--- src/rtl/fd_pkg.sv ---
package fd_pkg;

  typedef enum logic [2:0] {
    ST_FETCH_A  = 3'd0,
    ST_FETCH_D  = 3'd1,
    ST_DECODE   = 3'd2,
    ST_INDIRECT = 3'd3,
    ST_EXEC     = 3'd4,
    ST_STOP     = 3'd5
  } fd_state_e;

  typedef enum logic [1:0] {
    CLS_MEM = 2'd0,
    CLS_REG = 2'd1,
    CLS_IO  = 2'd2
  } fd_class_e;

endpackage

--- src/rtl/fd_classify.sv ---
module fd_classify
  import fd_pkg::*;
#(
  parameter int OPC_W  = 3,
  parameter int ADDR_W = 12
) (
  input  logic [OPC_W+ADDR_W:0] instr,
  output fd_class_e             cls,
  output logic                  need_ind,
  output logic                  illegal
);

  localparam int IBIT = OPC_W + ADDR_W;

  logic              ind_bit;
  logic [OPC_W-1:0]  opc;
  logic [ADDR_W-1:0] fld;
  logic              special;
  logic              single_bit;

  always_comb begin
    ind_bit    = instr[IBIT];
    opc        = instr[ADDR_W +: OPC_W];
    fld        = instr[ADDR_W-1:0];
    special    = &opc;
    single_bit = (fld != '0) && ((fld & (fld - ADDR_W'(1))) == '0);
    if (special) cls = ind_bit ? CLS_IO : CLS_REG;
    else         cls = CLS_MEM;
    need_ind   = !special && ind_bit;
    illegal    = special && !single_bit;
  end

endmodule

--- src/rtl/fd_ctrl.sv ---
module fd_ctrl
  import fd_pkg::*;
(
  input  logic      clk,
  input  logic      rst,
  input  logic      need_ind,
  input  logic      illegal,
  input  logic      exec_done,
  input  logic      halt,
  output fd_state_e state,
  output logic      run,
  output logic      trap
);

  always_ff @(posedge clk) begin
    if (rst) begin
      state <= ST_FETCH_A;
      run   <= 1'b1;
      trap  <= 1'b0;
    end else begin
      case (state)
        ST_FETCH_A:  state <= ST_FETCH_D;
        ST_FETCH_D:  state <= ST_DECODE;
        ST_DECODE: begin
          if (illegal) begin
            state <= ST_STOP;
            run   <= 1'b0;
            trap  <= 1'b1;
          end else if (need_ind) begin
            state <= ST_INDIRECT;
          end else begin
            state <= ST_EXEC;
          end
        end
        ST_INDIRECT: state <= ST_EXEC;
        ST_EXEC: begin
          if (exec_done) begin
            if (halt) begin
              state <= ST_STOP;
              run   <= 1'b0;
            end else begin
              state <= ST_FETCH_A;
            end
          end
        end
        default:     state <= ST_STOP;
      endcase
    end
  end

endmodule

--- src/rtl/fd_datapath.sv ---
module fd_datapath
  import fd_pkg::*;
#(
  parameter int          OPC_W    = 3,
  parameter int          ADDR_W   = 12,
  parameter int unsigned RESET_PC = 0
) (
  input  logic                  clk,
  input  logic                  rst,
  input  fd_state_e             state,
  input  logic                  need_ind,
  input  fd_class_e             cls_in,
  input  logic [OPC_W+ADDR_W:0] mem_rdata,
  output logic [ADDR_W-1:0]     mem_addr,
  output logic                  mem_rd_en,
  output logic [ADDR_W-1:0]     pc,
  output logic [ADDR_W-1:0]     ar,
  output logic [OPC_W+ADDR_W:0] ir,
  output logic                  ind,
  output logic [OPC_W-1:0]      opc,
  output fd_class_e             cls
);

  localparam int IBIT = OPC_W + ADDR_W;

  always_comb begin
    mem_rd_en = (state == ST_FETCH_A) || ((state == ST_DECODE) && need_ind);
    mem_addr  = (state == ST_FETCH_A) ? pc : ir[ADDR_W-1:0];
  end

  always_ff @(posedge clk) begin
    if (rst) begin
      pc  <= ADDR_W'(RESET_PC);
      ar  <= '0;
      ir  <= '0;
      ind <= 1'b0;
      opc <= '0;
      cls <= CLS_MEM;
    end else begin
      case (state)
        ST_FETCH_A: ar <= pc;
        ST_FETCH_D: begin
          ir <= mem_rdata;
          pc <= pc + ADDR_W'(1);
        end
        ST_DECODE: begin
          ind <= ir[IBIT];
          opc <= ir[ADDR_W +: OPC_W];
          ar  <= ir[ADDR_W-1:0];
          cls <= cls_in;
        end
        ST_INDIRECT: ar <= mem_rdata[ADDR_W-1:0];
        default: ;
      endcase
    end
  end

endmodule

--- src/rtl/fd_cycle_ctr.sv ---
module fd_cycle_ctr #(
  parameter int CNT_W = 32
) (
  input  logic             clk,
  input  logic             rst,
  input  logic             run,
  output logic [CNT_W-1:0] count
);

  always_ff @(posedge clk) begin
    if (rst)      count <= '0;
    else if (run) count <= count + CNT_W'(1);
  end

endmodule

--- src/rtl/fd_sequencer.sv ---
module fd_sequencer
  import fd_pkg::*;
#(
  parameter int          OPC_W    = 3,
  parameter int          ADDR_W   = 12,
  parameter int          CNT_W    = 32,
  parameter int unsigned RESET_PC = 0
) (
  input  logic                  clk,
  input  logic                  rst,
  output logic [ADDR_W-1:0]     mem_addr_o,
  output logic                  mem_rd_en_o,
  input  logic [OPC_W+ADDR_W:0] mem_rdata_i,
  output logic                  exec_req_o,
  input  logic                  exec_done_i,
  input  logic                  halt_i,
  output logic [1:0]            class_o,
  output logic                  trap_o,
  output logic                  run_o,
  output logic                  ind_o,
  output logic [OPC_W-1:0]      opc_o,
  output logic [ADDR_W-1:0]     ar_o,
  output logic [OPC_W+ADDR_W:0] ir_o,
  output logic [ADDR_W-1:0]     pc_o,
  output logic [CNT_W-1:0]      cycle_o
);

  fd_state_e state;
  fd_class_e cls_dec;
  fd_class_e cls_q;
  logic      need_ind;
  logic      illegal;

  fd_classify #(.OPC_W(OPC_W), .ADDR_W(ADDR_W)) u_cls (
    .instr    (ir_o),
    .cls      (cls_dec),
    .need_ind (need_ind),
    .illegal  (illegal)
  );

  fd_ctrl u_ctrl (
    .clk       (clk),
    .rst       (rst),
    .need_ind  (need_ind),
    .illegal   (illegal),
    .exec_done (exec_done_i),
    .halt      (halt_i),
    .state     (state),
    .run       (run_o),
    .trap      (trap_o)
  );

  fd_datapath #(.OPC_W(OPC_W), .ADDR_W(ADDR_W), .RESET_PC(RESET_PC)) u_dp (
    .clk       (clk),
    .rst       (rst),
    .state     (state),
    .need_ind  (need_ind),
    .cls_in    (cls_dec),
    .mem_rdata (mem_rdata_i),
    .mem_addr  (mem_addr_o),
    .mem_rd_en (mem_rd_en_o),
    .pc        (pc_o),
    .ar        (ar_o),
    .ir        (ir_o),
    .ind       (ind_o),
    .opc       (opc_o),
    .cls       (cls_q)
  );

  fd_cycle_ctr #(.CNT_W(CNT_W)) u_ctr (
    .clk   (clk),
    .rst   (rst),
    .run   (run_o),
    .count (cycle_o)
  );

  assign exec_req_o = (state == ST_EXEC);
  assign class_o    = cls_q;

endmodule

--- config.mk ---
export PLATFORM = sky130hd
export DESIGN_NAME = fd_sequencer
export DESIGN_NICKNAME = d
export VERILOG_FILES = /design/src/rtl/fd_pkg.sv /design/src/rtl/fd_classify.sv /design/src/rtl/fd_ctrl.sv /design/src/rtl/fd_datapath.sv /design/src/rtl/fd_cycle_ctr.sv /design/src/rtl/fd_sequencer.sv
export SDC_FILE = /design/constraint.sdc
export NUM_CORES = 1
export LEC_CHECK = 0
export ABC_AREA = 1
export BUFFER_PORTS_ARGS = -buffer_cell sky130_fd_sc_hd__buf_4
export CORE_UTILIZATION = 58
export CTS_BUF_LIST = sky130_fd_sc_hd__clkbuf_8
export CTS_CLUSTER_DIAMETER = 200
export CTS_CLUSTER_SIZE = 10
export DETAILED_ROUTE_END_ITERATION = 10
export PLACE_DENSITY = 0.88
export SYNTH_ARGS = -nofsm -noshare
export SYNTH_HDL_FRONTEND = slang
export SYNTH_SLANG_ARGS = --single-unit
--- constraint.sdc ---
create_clock -name clk -period 3.06 [get_ports clk]
set_input_delay 0.918 -clock clk [delete_from_list [all_inputs] [get_ports clk]]
set_output_delay 0.918 -clock clk [all_outputs]
set_load 0.05 [all_outputs]
==> results.txt, run 1 <==
The area growth from synthesis to layout is 27.0%. In the final timing run, aggregate negative setup slack is 0 ns. The first global-routing pass estimated 17.7 mm of wire. The total wire length was 11.2 mm. The highest cell delay on the worst timing path was 0.48 ns.

After synthesis, the mean cell area works out to 6.93 µm². Sequential cells were found to cover 40.8% of the synthesized design area. Setup violations remaining at the end of the flow were counted as 0. Number of nets in the finished design: 719. Summing the areas of all fa, ha and maj instances in the mapped netlist gives 0.615% of the synthesized area. Summing the areas of all xor and xnor instances in the mapped netlist gives 1.94% of the synthesized area.

The tools report the core utilization of the finished layout as 76.0%. The clock passes through at most 2 buffers. After synthesis, the netlist uses 38 different library cells. The relative slew slack is 60.5%, and the sum of overflow across all layers after global routing is 0.

By area, the combinational part of the netlist is dominated by simple AND/OR/NAND/NOR gates. The tree built by TritonCTS fans out to 83 sinks. The logs give 7 for the number of iterations in the first detailed-routing pass and 0.35 ns for the clock latency at the later pin of the worst-skew pair. The quantity of I/O buffers inserted on ports is 113. Data on the critical path is required at its endpoint by 2.14 ns.

The path class of the lowest-slack min-delay path is register to register. Of the cells placed in the final design, the portion with a size suffix greater than 1 is 21.7%. STA classifies the critical path startpoint as a register.

The worst-case IR drop observed on VDD is 0.625 mV. At the end of routability-driven placement, the weighted congestion stood at 0.901. The simple-gate area share of the yosys netlist was 25.8%. In the synthesized netlist the dominant register cell turns out to be dfxtp_1. Most common library cell in the layout ignoring fill and taps: buf_4. The pin slew with the least headroom to its limit was 0.589 ns; the sequential cell area in the final layout was 1660 µm². The synthesized design devotes to its leading area cell type 40.8% of total area. The critical path start-end classification was register to output port. After synthesis, the cell types taking the most area are dfxtp_1 (41%), nand2_1 (9.1%), a21oi_1 (8.6%). The tools report the total CTS buffers as 9. In the post-route analysis, the smallest setup slack over all paths is 0.0761 ns. The placed instance area is 4980 µm². Once layout is complete, the cells apart from fillers number 798. The finished cells cover 5160 µm².

Combined global-route utilization of all metal layers: 30.2%. The multiplexer share of the synthesized area is 0%, and the per-cell routed wire length is 14.0 µm. The number of rows in the core area was 30; the final-layout fill cell count was 530. After technology mapping, the gate count stands at 587.

In the synthesized netlist the async set-or-reset flop fraction comes to 0%. The tools report the category of the worst setup path capture point as an output port. The run gives 4,413 as the via count. The signal on the critical path passes through nor3_4, inv_4, o21ai_0, buf_4.

In this run the vertical extent of the chip is 85.7 µm. On the final layout, the worst clock skew is 0.0144 ns. The count of flip-flops with a built-in enable after synthesis came out at 0.

The count of buffer and inverter cells on the critical path is 2. Prior to clock tree synthesis, the placed netlist has a worst setup slack of 0.444 ns. For the largest net degree at the start of global routing, the log shows 35. The register bit count reported by yosys was 83. After legalization and detailed placement, the total HPWL measured 7.98 mm.

For this run, the number of Yosys warnings is 0. The number of placed instances, taps included, is 781. Setup repair after global routing left no endpoint under its margin. The critical path's slowest cell was nor3_4. Summing every instance area after synthesis gives 4070 µm². In the routed design, unresolved DRC markers number 0.

The tools report the root cell of the clock tree as clkbuf_8. Cell type with the largest total area after synthesis: dfxtp_1. Post-synthesis compound-gate area fraction: 20.7%. Cell family contributing the most delay on the critical path: simple AND/OR/NAND/NOR gates. The run gives 0 as the number of hold-slack violations in the final timing report. Leaving out fill and tap cells, the most frequent cells in the layout are buf_4 (116), nand2_1 (99), inv_1 (85), dfxtp_1 (83), a21oi_1 (70). Once the floorplan was initialized, standard cells occupied 59.9% of the core. The power per cell area is 923 nW/µm², and the max-capacitance violation count is 0. The die covers 7350 µm². TritonCTS built the clock tree. The combined area of the multi-input logic cells was 2000 µm²; the leakage power of the design was 2.32 nW.

The number of global-route vias before repair was 3,882; the die span in x was 85.7 µm. The number of antenna violations at the first check in global routing is 0, and the period utilization is 97.5%. For the CTS H-tree depth, the log shows 3. Using the TritonRoute via totals, the vias-per-cell ratio works out to 5.53.

The tools report the max-slew violation count as 0. The detail route stage leaves a number of antenna-violating nets equal to 0. The tools report the number of I/O pins as 114. Counting every net in the synthesized netlist gives 609. The minimum clock period is 2.98 ns, and the highest clock rate is 335 MHz. Once the clock tree was built, the resizer swapped 0 gates to a different size. After clock tree synthesis, the clock-pin slew on the worst setup and hold paths is 0.08 ns.

In this run, the number of DRC markers left after iteration 0 of detailed routing was 319. The flow ran to the end, and the final reports show no timing, DRC or antenna violations. In this run the worst path has a maximum fanout of 19. The region available for standard cell placement spans 6790 µm².

The data arrival time of the worst path was 2.07 ns. The repair_antennas step left the layout with diodes totalling 0.
## worst min-delay path, stage by stage (launching register included)
cell     delay (ns)
dfxtp_1        0.32
inv_1          0.05
a21oi_1        0.05
## layout make-up
| class | instances | share of cell area [%] |
|---|---|---|
| Timing Repair Buffer | 116 | 16.9 |
| Tap cell | 96 | 2.33 |
| Clock inverter | 5 | 0.557 |
| Clock buffer | 11 | 2.93 |
| Multi-Input combinational cell | 400 | 38.7 |
| Inverter | 87 | 6.42 |
| Sequential cell | 83 | 32.2 |
## sequential cells by signal (all words and copies together), names as in the netlist
| signal | cells |
|---|---|
| u_dp.ir | 16 |
| u_dp.pc | 12 |
| u_ctrl.trap | 1 |
| u_dp.ind | 1 |
| u_dp.cls | 2 |
| u_ctr.count | 32 |
| u_dp.opc | 3 |
| u_ctrl.state | 3 |
| u_ctrl.run | 1 |
| u_dp.ar | 12 |
## power breakdown
part	total (mW)	leakage [nW]	internal [mW]	switching (mW)
Clock	0.732	0.0925	0.334	0.398
Combinational	2.55	1.55	0.691	1.85
Sequential	1.49	0.675	1.29	0.195
Total	4.77	2.32	2.32	2.45
## metrics by stage
step                      power, mW  hold slack (ns)
after floorplan                3.34            0.576
final                          4.77            0.461
after global routing           4.99            0.487
after CTS                      4.71            0.467
after detailed placement       3.99            0.455
after global placement         3.93            0.443
## path summary, 6_finish.rpt
kind | end | from | slack (ns) | cells after the start
min reg2reg | u_ctrl.trap | u_ctrl.trap | 0.46 | 2
max | mem_rd_en_o | u_ctrl.state[2] | 0.08 | 4
max reg2reg | u_dp.ar[8] | u_ctrl.state[2] | 1.00 | 7
min | u_ctrl.trap | u_ctrl.trap | 0.46 | 2
## per-layer routing
| layer | routed length, µm | track usage (%) | up-vias |
|---|---|---|---|
| li1 | - | - | 2144 |
| met2 | 5470 | 51.4 | 212 |
| met5 | 0 | 0 | - |
| met1 | 4650 | 37.7 | 2034 |
| met3 | 804 | 5.58 | 23 |
| met4 | 230 | 12.3 | 0 |
## synthesized netlist by cell type (7+ instances only)
library cell / count
a21oi_1: 70
clkbuf_1: 11
dfxtp_1: 83
inv_1: 84
nand2_1: 99
nand3_1: 27
nand4_1: 7
nor2_1: 64
nor3_1: 15
o21ai_0: 63
o22ai_1: 12
## timing repair
action,in CTS,in global routing
endpoints found under the hold margin,0,0
hold buffers,0,0
buffers inserted,0,0
endpoints found under the setup margin,0,1
## kinds of logic (layout without fill, tap and decap cells)
kind of cell             count (synthesis)  count (layout)
AND/OR/NAND/NOR                        229             230
AO/OA/AOI/OAI                          159             159
buffers and inverters                  105             219
flip-flops                              83              83
XOR/XNOR                                 9               9
adder cells (fa/ha/maj)                  2               2
No activity file was read; power rests on OpenSTA's default activity.
==> run 2: changes to the inputs <==
--- a/config.mk
+++ b/config.mk
@@ -7,12 +7,12 @@
 export LEC_CHECK = 0
 export ABC_AREA = 1
 export BUFFER_PORTS_ARGS = -buffer_cell sky130_fd_sc_hd__buf_4
-export CORE_UTILIZATION = 58
+export CORE_UTILIZATION = 54
 export CTS_BUF_LIST = sky130_fd_sc_hd__clkbuf_8
 export CTS_CLUSTER_DIAMETER = 200
 export CTS_CLUSTER_SIZE = 10
 export DETAILED_ROUTE_END_ITERATION = 10
-export PLACE_DENSITY = 0.88
+export PLACE_DENSITY = 0.83
 export SYNTH_ARGS = -nofsm -noshare
 export SYNTH_HDL_FRONTEND = slang
 export SYNTH_SLANG_ARGS = --single-unit
==> constraint.sdc (replaced) <==
create_clock -name clk -period 3.4 [get_ports clk]
set_input_delay 1.02 -clock clk [delete_from_list [all_inputs] [get_ports clk]]
set_output_delay 1.02 -clock clk [all_outputs]
set_load 0.05 [all_outputs]
==> run 2 against run 1 <==
Compared with the run above:
- worst hold slack better by 0.0097 ns
- critical path depth up 1
- final cell count up 0.13%
- sequential share of layout area about the same
==> results.txt, run 2 (synthesis gave the netlist of run 1 again) <==
The total of hold buffers inserted after clock tree synthesis came out at 0 (unchanged). The highest cell delay on the worst timing path is 0.38 ns (was 0.48 ns). The power per cell area is 827 nW/µm² (was 923 nW/µm²). CTS H-tree depth: 3 (unchanged).

The run gives 0 (unchanged) as the antenna diode instance count. The endpoint of the lowest-slack register-to-register path was u_dp.pc[9] (was u_dp.ar[8]). The critical path's slowest cell is nor2_4 (was nor3_4). The number of I/O pins came out at 114 (unchanged). The critical path start-end classification was register to output port (unchanged). The logs give 71.3% (was 76.0%) for the core utilization of the finished layout and 0.0124 ns (was 0.0144 ns) for the setup skew after layout. For the post-route setup TNS, the log shows 0 ns (unchanged). The maximum vdd drop is 0.489 mV (was 0.625 mV), and the number of cells traversed by the worst hold path is 2 (unchanged).

The hold-critical path endpoint is u_ctrl.trap (unchanged). The tools report the category of the worst setup path capture point as an output port (unchanged). The flip-flop count of the largest register, all copies and words added was 32 (unchanged); the clock sink count was 83 (unchanged). The violation count after the first detailed-route iteration is 246 (was 319). The area overhead of the layout relative to synthesis was 27.1% (was 27.0%); the maximum number of buffers from clock root to sink was 2 (unchanged). The tools report the final RePlAce weighted congestion as 0.862 (was 0.901). The register containing the most flip-flops in the final layout is u_ctr.count (unchanged).

The pin slew with the least headroom to its limit is 0.626 ns (was 0.589 ns). TritonCTS built the clock tree. The tools report the pre-CTS setup slack as 0.720 ns (was 0.444 ns).

CP cell instances: or2_2, nor2_4, inv_1, o21ai_0, buf_4 (was nor3_4, inv_4, o21ai_0, buf_4). The final-layout fill cell count is 633 (was 530), and the per-cell routed wire length is 13.5 µm (was 14.0 µm). Quantity of I/O buffers inserted on ports: 113 (unchanged).

The cell family contributing the most delay on the critical path was simple AND/OR/NAND/NOR gates (unchanged). The tools report the total CTS buffers as 9 (unchanged). The flow ran to the end, and the final reports show no timing, DRC or antenna violations. The share of cells above drive strength 1 is 21.4% (was 21.7%). Initial standard-cell utilization of the core: 56.1% (was 59.9%). The launch point of the worst hold path was u_ctrl.trap (unchanged). The run gives 0 (unchanged) as the max-slew violation count. The number of hold-slack violations in the final timing report is 0 (unchanged), and the total wire length is 10.8 mm (was 11.2 mm). Largest net degree at the start of global routing: 37 (was 35). The relative slew slack was 58.2% (was 60.5%); the remaining design rule violation count was 0 (unchanged). The number of nets with antenna violations after detailed routing is 0 (unchanged), and the combined area of the multi-input logic cells is 1990 µm² (was 2000 µm²).

The logs give 1.22 ns (was 1.00 ns) for the register-to-register setup slack and 7250 µm² (was 6790 µm²) for the placeable core area. The vertical die dimension is 88.8 µm (was 85.7 µm). For the data required time at the worst endpoint, the log shows 2.38 ns (was 2.14 ns).

Total setup violations reported at the end of the flow: 0 (unchanged). The run gives 0 (unchanged) as the total setup buffers inserted after CTS. Via-per-instance ratio: 5.38 (was 5.53).

The sum of overflow across all layers after global routing is 0 (unchanged), and the depth of the most critical reg-to-reg path is 8 (was 7). The peak fanout along the critical path is 25 (was 19), and the period utilization is 90.1%. The minimum clock period came out at 3.06 ns. The total power came out at 4.27 mW (was 4.77 mW).

Largest registers: u_ctr.count (32), u_dp.ir (16) (unchanged). The tools report the element type at the critical path start as a register (unchanged). Sequential cell area in the final layout: 1660 µm² (unchanged). The count of buffer and inverter cells on the critical path is 2 (unchanged), and the max-capacitance violation count is 0 (unchanged). Root cell of the clock tree: clkbuf_8 (unchanged). The die span in x is 88.8 µm (was 85.7 µm). Setup repair after global routing left no endpoint under its margin.

The tools report the post-cts resize count as 0 (unchanged). The tools report the number of antenna violations at the first check in global routing as 0 (unchanged). The tools report the area of the die as 7880 µm² (was 7350 µm²).

The path class of the lowest-slack min-delay path was register to register (unchanged). The clock latency at the later pin of the worst-skew pair is 0.36 ns (was 0.35 ns). The clock transition time at the flip-flop clock pins of the worst setup and hold paths works out to 0.08 ns (about the same). Derived from the worst setup path, the maximum achievable clock frequency is 326 MHz. The most common library cell in the layout ignoring fill and taps was buf_4 (unchanged). Startpoint of the most critical register-to-register path: u_ctrl.state[2] (unchanged).

Data arrival time of the worst path: 2.04 ns (was 2.07 ns). The via count is 4,302 (was 4,413). Number of global-route vias before repair: 3,775 (was 3,882). The logs give 17.3 mm (was 17.7 mm) for the global-route wire length before repair and 31 (was 30) for the number of rows in the core area.

Number of nets in the finished design: 717 (was 719). The leakage power of the design came out at 2.31 nW (was 2.32 nW). The detailed-placement wirelength estimate came out at 7.86 mm (was 7.98 mm).

The number of iterations in the first detailed-routing pass was 5 (was 7). For the combined global-route utilization of all metal layers, the log shows 28.3% (was 30.2%). The setup slack after layout was 0.336 ns (was 0.0761 ns).

Highest-count cells in the layout ignoring fill and taps: buf_4 (115), nand2_1 (99), inv_1 (85), dfxtp_1 (83), a21oi_1 (70) (was buf_4 (116), nand2_1 (99), inv_1 (85), dfxtp_1 (83), a21oi_1 (70)).
==> run 2: cell types whose count changed in the layout (fill, tap and decap cells not counted) <==
cell / delta
bufinv_16: +1
clkinv_2: -1
clkinvlp_4: +1
buf_4: -1
clkbuf_8: -2
clkinv_4: +1
nor2_2: -1
==> run 2: area by class of cell <==
cell class / count / area share (%)
Multi-Input combinational cell: 399 / 38.6
Sequential cell: 83 / 32.1
Timing Repair Buffer: 115 / 16.7
Inverter: 87 / 6.41
Clock buffer: 9 / 2.40
Tap cell: 99 / 2.40
Clock inverter: 7 / 1.36
==> run 2: how the worst max path moves through the flow <==
stage                             end       startpoint  cells past startpoint
final                     mem_rd_en_o  u_ctrl.state[0]                      5
after global routing      mem_rd_en_o  u_ctrl.state[0]                      5
after CTS                 mem_rd_en_o  u_ctrl.state[0]                      5
after detailed placement  mem_rd_en_o  u_ctrl.state[0]                      5
after global placement    mem_rd_en_o  u_ctrl.state[0]                      5
after floorplan           mem_rd_en_o      u_dp.ir[15]                      2
==> run 2: layer usage <==
metal / global-route usage, % / wire, µm / vias up
li1: - / - / 2146
met4: 10.6 / 215 / 0
met2: 47.8 / 5170 / 160
met1: 35.9 / 4730 / 1977
met3: 5.22 / 648 / 19
met5: 0 / 0 / -
==> run 2: tightest hold or removal path, cell delays in order, from the launching register on <==
cell and delay, ns:
dfxtp_1 0.32, inv_1 0.05, a21oi_1 0.05
==> run 2: power breakdown <==
part	switching (mW)	total, mW	internal, mW
Combinational	1.63	2.24	0.609
Clock	0.364	0.700	0.336
Sequential	0.169	1.33	1.16
==> run 2: through the flow <==
step                      std cells  hold WS, ns  cell area (µm²)
after global routing            799        0.490             5170
after detailed placement        783        0.457             4970
after CTS                       799        0.472             5170
after global placement          783        0.444             4970
final                           799        0.471             5170
after floorplan                 587        0.576             4070
==> run 3: changes to the inputs <==
--- a/config.mk
+++ b/config.mk
@@ -5,14 +5,15 @@
 export SDC_FILE = /design/constraint.sdc
 export NUM_CORES = 1
 export LEC_CHECK = 0
-export ABC_AREA = 1
+export ABC_AREA = 0
 export BUFFER_PORTS_ARGS = -buffer_cell sky130_fd_sc_hd__buf_4
 export CORE_UTILIZATION = 54
 export CTS_BUF_LIST = sky130_fd_sc_hd__clkbuf_8
 export CTS_CLUSTER_DIAMETER = 200
 export CTS_CLUSTER_SIZE = 10
 export DETAILED_ROUTE_END_ITERATION = 10
-export PLACE_DENSITY = 0.83
+export PLACE_DENSITY = 0.84
+export SETUP_SLACK_MARGIN = 0.4
 export SYNTH_ARGS = -nofsm -noshare
 export SYNTH_HDL_FRONTEND = slang
 export SYNTH_SLANG_ARGS = --single-unit
==> run 3 against run 2 <==
Compared with the run above:
- synthesized area decreased by 2.8%
- clock skew decreased by 0.0018 ns
- wire length decreased by 7.2%
- die area decreased by 2.7%
- largest power group is now sequential cells
- sequential power decreased by 14%
- critical path type unchanged
- via count decreased by 12%
- sequential cell count unchanged
- critical endpoint is now mem_addr_o[10]
==> results.txt, run 3 <==
Violation count after the first detailed-route iteration: 290 (was 246). Cell type with the largest total area after synthesis: dfxtp_1 (unchanged). The clock transition time at the flip-flop clock pins of the worst setup and hold paths was 0.08 ns (about the same); the setup skew after layout was 0.0106 ns (was 0.0124 ns). The path class of the lowest-slack min-delay path was register to register (unchanged).

The sum of overflow across all layers after global routing is 0 (unchanged). Largest registers: u_ctr.count (32), u_dp.ir (16) (unchanged). Total of warnings raised by yosys: 0 (unchanged). The number of iterations in the first detailed-routing pass came out at 5 (unchanged). For the clock sink count, the log shows 83 (unchanged). The number of non-filler instances in the completed layout came out at 681 (was 799).

Critical path start-end classification: register to output port (unchanged). The minimum clock period is 2.92 ns (was 3.06 ns), and the max-slew violation count is 0 (unchanged). The total power is 2.83 mW (was 4.27 mW). Most used standard cell by instance count after synthesis: dfxtp_1 (was nand2_1). The cell count after placement came out at 665 (was 783).

For the global-route wire length before repair, the log shows 16.1 mm (was 17.3 mm). Synth top area cells: dfxtp_1 (42%), nor2_1 (7.1%), nand2_1 (5.9%) (was dfxtp_1 (41%), nand2_1 (9.1%), a21oi_1 (8.6%)). The run gives 570 (was 633) as the final-layout fill cell count. The post-route setup TNS was 0 ns (unchanged); the number of nets in the finished design was 602 (was 717).

The depth of the most critical reg-to-reg path was 6 (was 8); the flip-flop count of the largest register, all copies and words added was 32 (unchanged). Setup repair after global routing left no endpoint under its margin. The clock latency at the later pin of the worst-skew pair was 0.35 ns (was 0.36 ns).

The most frequently used flop master after synthesis was dfxtp_1 (unchanged). The run gives 4840 µm² (was 4970 µm²) as the placed instance area. Highest-count cells in the layout ignoring fill and taps: buf_4 (119), dfxtp_1 (83), nor2_1 (75), nand2_1 (62), a21oi_1 (43) (was buf_4 (115), nand2_1 (99), inv_1 (85), dfxtp_1 (83), a21oi_1 (70)). Most common library cell in the layout ignoring fill and taps: buf_4 (unchanged). For the setup slack after layout, the log shows 0.485 ns (was 0.336 ns).

The number of cells traversed by the worst hold path was 2 (unchanged); the largest net degree at the start of global routing was 84 (was 37). The CTS H-tree depth was 3 (unchanged). The detailed-placement wirelength estimate is 6.93 mm (was 7.86 mm), and the per-cell routed wire length is 14.7 µm (was 13.5 µm). CP cell instances: nor3_2, buf_4, mux2_2, buf_4 (was or2_2, nor2_4, inv_1, o21ai_0, buf_4). The vertical die dimension was 87.6 µm (was 88.8 µm).

The peak fanout along the critical path is 18 (was 25), and the highest cell delay on the worst timing path is 0.49 ns (was 0.38 ns). The tools report the final RePlAce weighted congestion as 0.837 (was 0.862). The tools report the area of the die as 7670 µm² (was 7880 µm²).

The register containing the most flip-flops in the final layout is u_ctr.count (unchanged). The tools report the hold-critical path endpoint as u_dp.opc[1] (was u_ctrl.trap). The startpoint of the most critical register-to-register path is u_ctrl.state[0] (was u_ctrl.state[2]).

The total setup buffers inserted after CTS came out at 0 (unchanged). The run gives 2.38 ns (about the same) as the data required time at the worst endpoint. Synthesized netlist cell count: 480 (was 587).

For the remaining design rule violation count, the log shows 0 (unchanged). The root cell of the clock tree is clkbuf_8 (unchanged). The max-capacitance violation count was 0 (unchanged). The pin slew with the least headroom to its limit was 0.943 ns (was 0.626 ns); the number of nets with antenna violations after detailed routing was 0 (unchanged). The synthesized net count was 502 (was 609).

The tools report the maximum vdd drop as 0.352 mV (was 0.489 mV). For the antenna diode instance count, the log shows 0 (unchanged). The critical path's slowest cell is dfxtp_1 (was nor2_4). For the number of distinct standard cells referenced by the synthesized netlist, the log shows 46 (was 38). The hold slack is 0.466 ns (was 0.471 ns), and the die span in x is 87.6 µm (was 88.8 µm). The highest clock rate was 343 MHz (was 326 MHz); the quantity of I/O buffers inserted on ports was 113 (unchanged). The part of the Yosys area used for sequential elements was 42.0% (was 40.8%).

Synth top cells by count: dfxtp_1 (83), nor2_1 (75), nand2_1 (62) (was nand2_1 (99), inv_1 (84), dfxtp_1 (83)). The total setup violations reported at the end of the flow was 0 (unchanged). The element type at the critical path start is a register (unchanged).

The number of hold-slack violations in the final timing report came out at 0 (unchanged). The proportion of register bits with asynchronous set or reset after synthesis was 0% (unchanged); the via-per-instance ratio was 5.55 (was 5.38). The number of rows in the core area is 30 (was 31), and the combined global-route utilization of all metal layers is 26.9% (was 28.3%). The count of flip-flops with a built-in enable after synthesis works out to 0 (unchanged). The power per cell area is 562 nW/µm² (was 827 nW/µm²), and the relative slew slack is 36.9% (was 58.2%).

The endpoint of the lowest-slack register-to-register path is u_dp.pc[11] (was u_dp.pc[9]). The pre-CTS setup slack was 0.893 ns (was 0.720 ns); the period utilization was 85.7% (was 90.1%). Maximum number of buffers from clock root to sink: 2 (unchanged). Category of the worst setup path capture point: an output port (unchanged). The run gives 9.99 mm (was 10.8 mm) as the total wire length. TritonCTS built the clock tree.

For the data arrival time of the worst path, the log shows 1.90 ns (was 2.04 ns). The area share of the largest cell type after synthesis came out at 42.0% (was 40.8%). Launch point of the worst hold path: u_dp.opc[1] (was u_ctrl.trap).

For the number of global-route vias before repair, the log shows 3,420 (was 3,775). The run gives 0 (unchanged) as the total of hold buffers inserted after clock tree synthesis. For the post-cts resize count, the log shows 0 (unchanged).

For the placeable core area, the log shows 6940 µm² (was 7250 µm²). The total CTS buffers was 9 (unchanged). The run gives 2.06 nW (was 2.31 nW) as the leakage power of the design. Cell family contributing the most delay on the critical path: flip-flops (was simple AND/OR/NAND/NOR gates). The area overhead of the layout relative to synthesis came out at 27.4% (was 27.1%). The register bit count reported by yosys was 83 (unchanged); the number of antenna violations at the first check in global routing was 0 (unchanged).

The tools report the number of I/O pins as 114 (unchanged). The initial standard-cell utilization of the core is 56.9% (was 56.1%), and the final standard cell area without fillers is 5040 µm² (was 5170 µm²). The via count is 3,779 (was 4,302), and the count of buffer and inverter cells on the critical path is 2 (unchanged). The flow ran to the end, and the final reports show no timing, DRC or antenna violations.

The core utilization of the finished layout is 72.6% (was 71.3%), and the register-to-register setup slack is 0.89 ns (was 1.22 ns). The post-synthesis average cell area was 8.24 µm² (was 6.93 µm²). The tools report the total standard cell area after synthesis as 3950 µm² (was 4070 µm²).

The share of cells above drive strength 1 is 28.2% (was 21.4%). In this design, the critical path's most frequently occurring cell is buf_4.
==> run 3: cell types whose count changed in the layout (fill, tap and decap cells not counted), moves of 12 or more <==
cell and delta:
a21oi_1 -27, inv_1 -78, nor3_1 +22, o22ai_1 -12, nand3_1 -19, xor2_1 +16, o21ai_0 -55, nand2_1 -37
mux2i_1 +13, mux2_2 +13
==> run 3: metal layers <==
layer	GRT usage [%]	up-vias	routed length (µm)
met2	43.8	157	4640
met3	4.24	28	685
li1	-	1846	-
met4	13.4	0	251
met5	0	-	0
met1	34.8	1748	4420
==> run 3: layout make-up <==
cell class	instances	area, µm²	area share, %
clock inverter	6	56.3	1.12
timing repair buffer	119	893	17.7
multi-input combinational	361	2150	42.6
sequential	83	1660	33.0
inverter	6	22.5	0.447
tap	96	120	2.38
clock buffer	10	138	2.73
==> run 3: power by group <==
| group | switching, mW | total (mW) | internal, mW |
|---|---|---|---|
| clock network | 0.353 | 0.706 | 0.353 |
| logic | 0.651 | 0.986 | 0.335 |
| registers | 0.0919 | 1.14 | 1.05 |
==> run 3: cell families (layout without fill, tap and decap cells) <==
logic type / Yosys count / count (layout) / share of synthesized area (%)
and+or+nand+nor: 235 / 235 / 29.6
xor gates and xnor gates: 36 / 36 / 7.97
buffers and inverters: 36 / 141 / 3.80
AOI/OAI and AO/OA: 61 / 61 / 8.77
muxes: 26 / 26 / 6.99
adders and majority gates: 3 / 3 / 0.886
DFF: 83 / 83 / 42.0
==> run 3: how the worst max path moves through the flow <==
| stage | startpoint | to | slack, ns | cells after the start |
|---|---|---|---|---|
| after global placement | u_ctrl.state[1] | mem_addr_o[11] | 0.96 | 4 |
| after global routing | u_ctrl.state[1] | mem_addr_o[6] | 0.41 | 4 |
| after floorplan | u_ctrl.state[0] | mem_addr_o[10] | 0.71 | 4 |
| after CTS | u_ctrl.state[1] | mem_addr_o[10] | 0.50 | 4 |
| after detailed placement | u_ctrl.state[1] | mem_addr_o[10] | 0.89 | 4 |
| final | u_ctrl.state[1] | mem_addr_o[10] | 0.48 | 4 |
==> run 3: worst min-delay path: stages (launching register included) <==
cell     delay, ns
dfxtp_1       0.32
nand2_1       0.05
a21oi_1       0.05
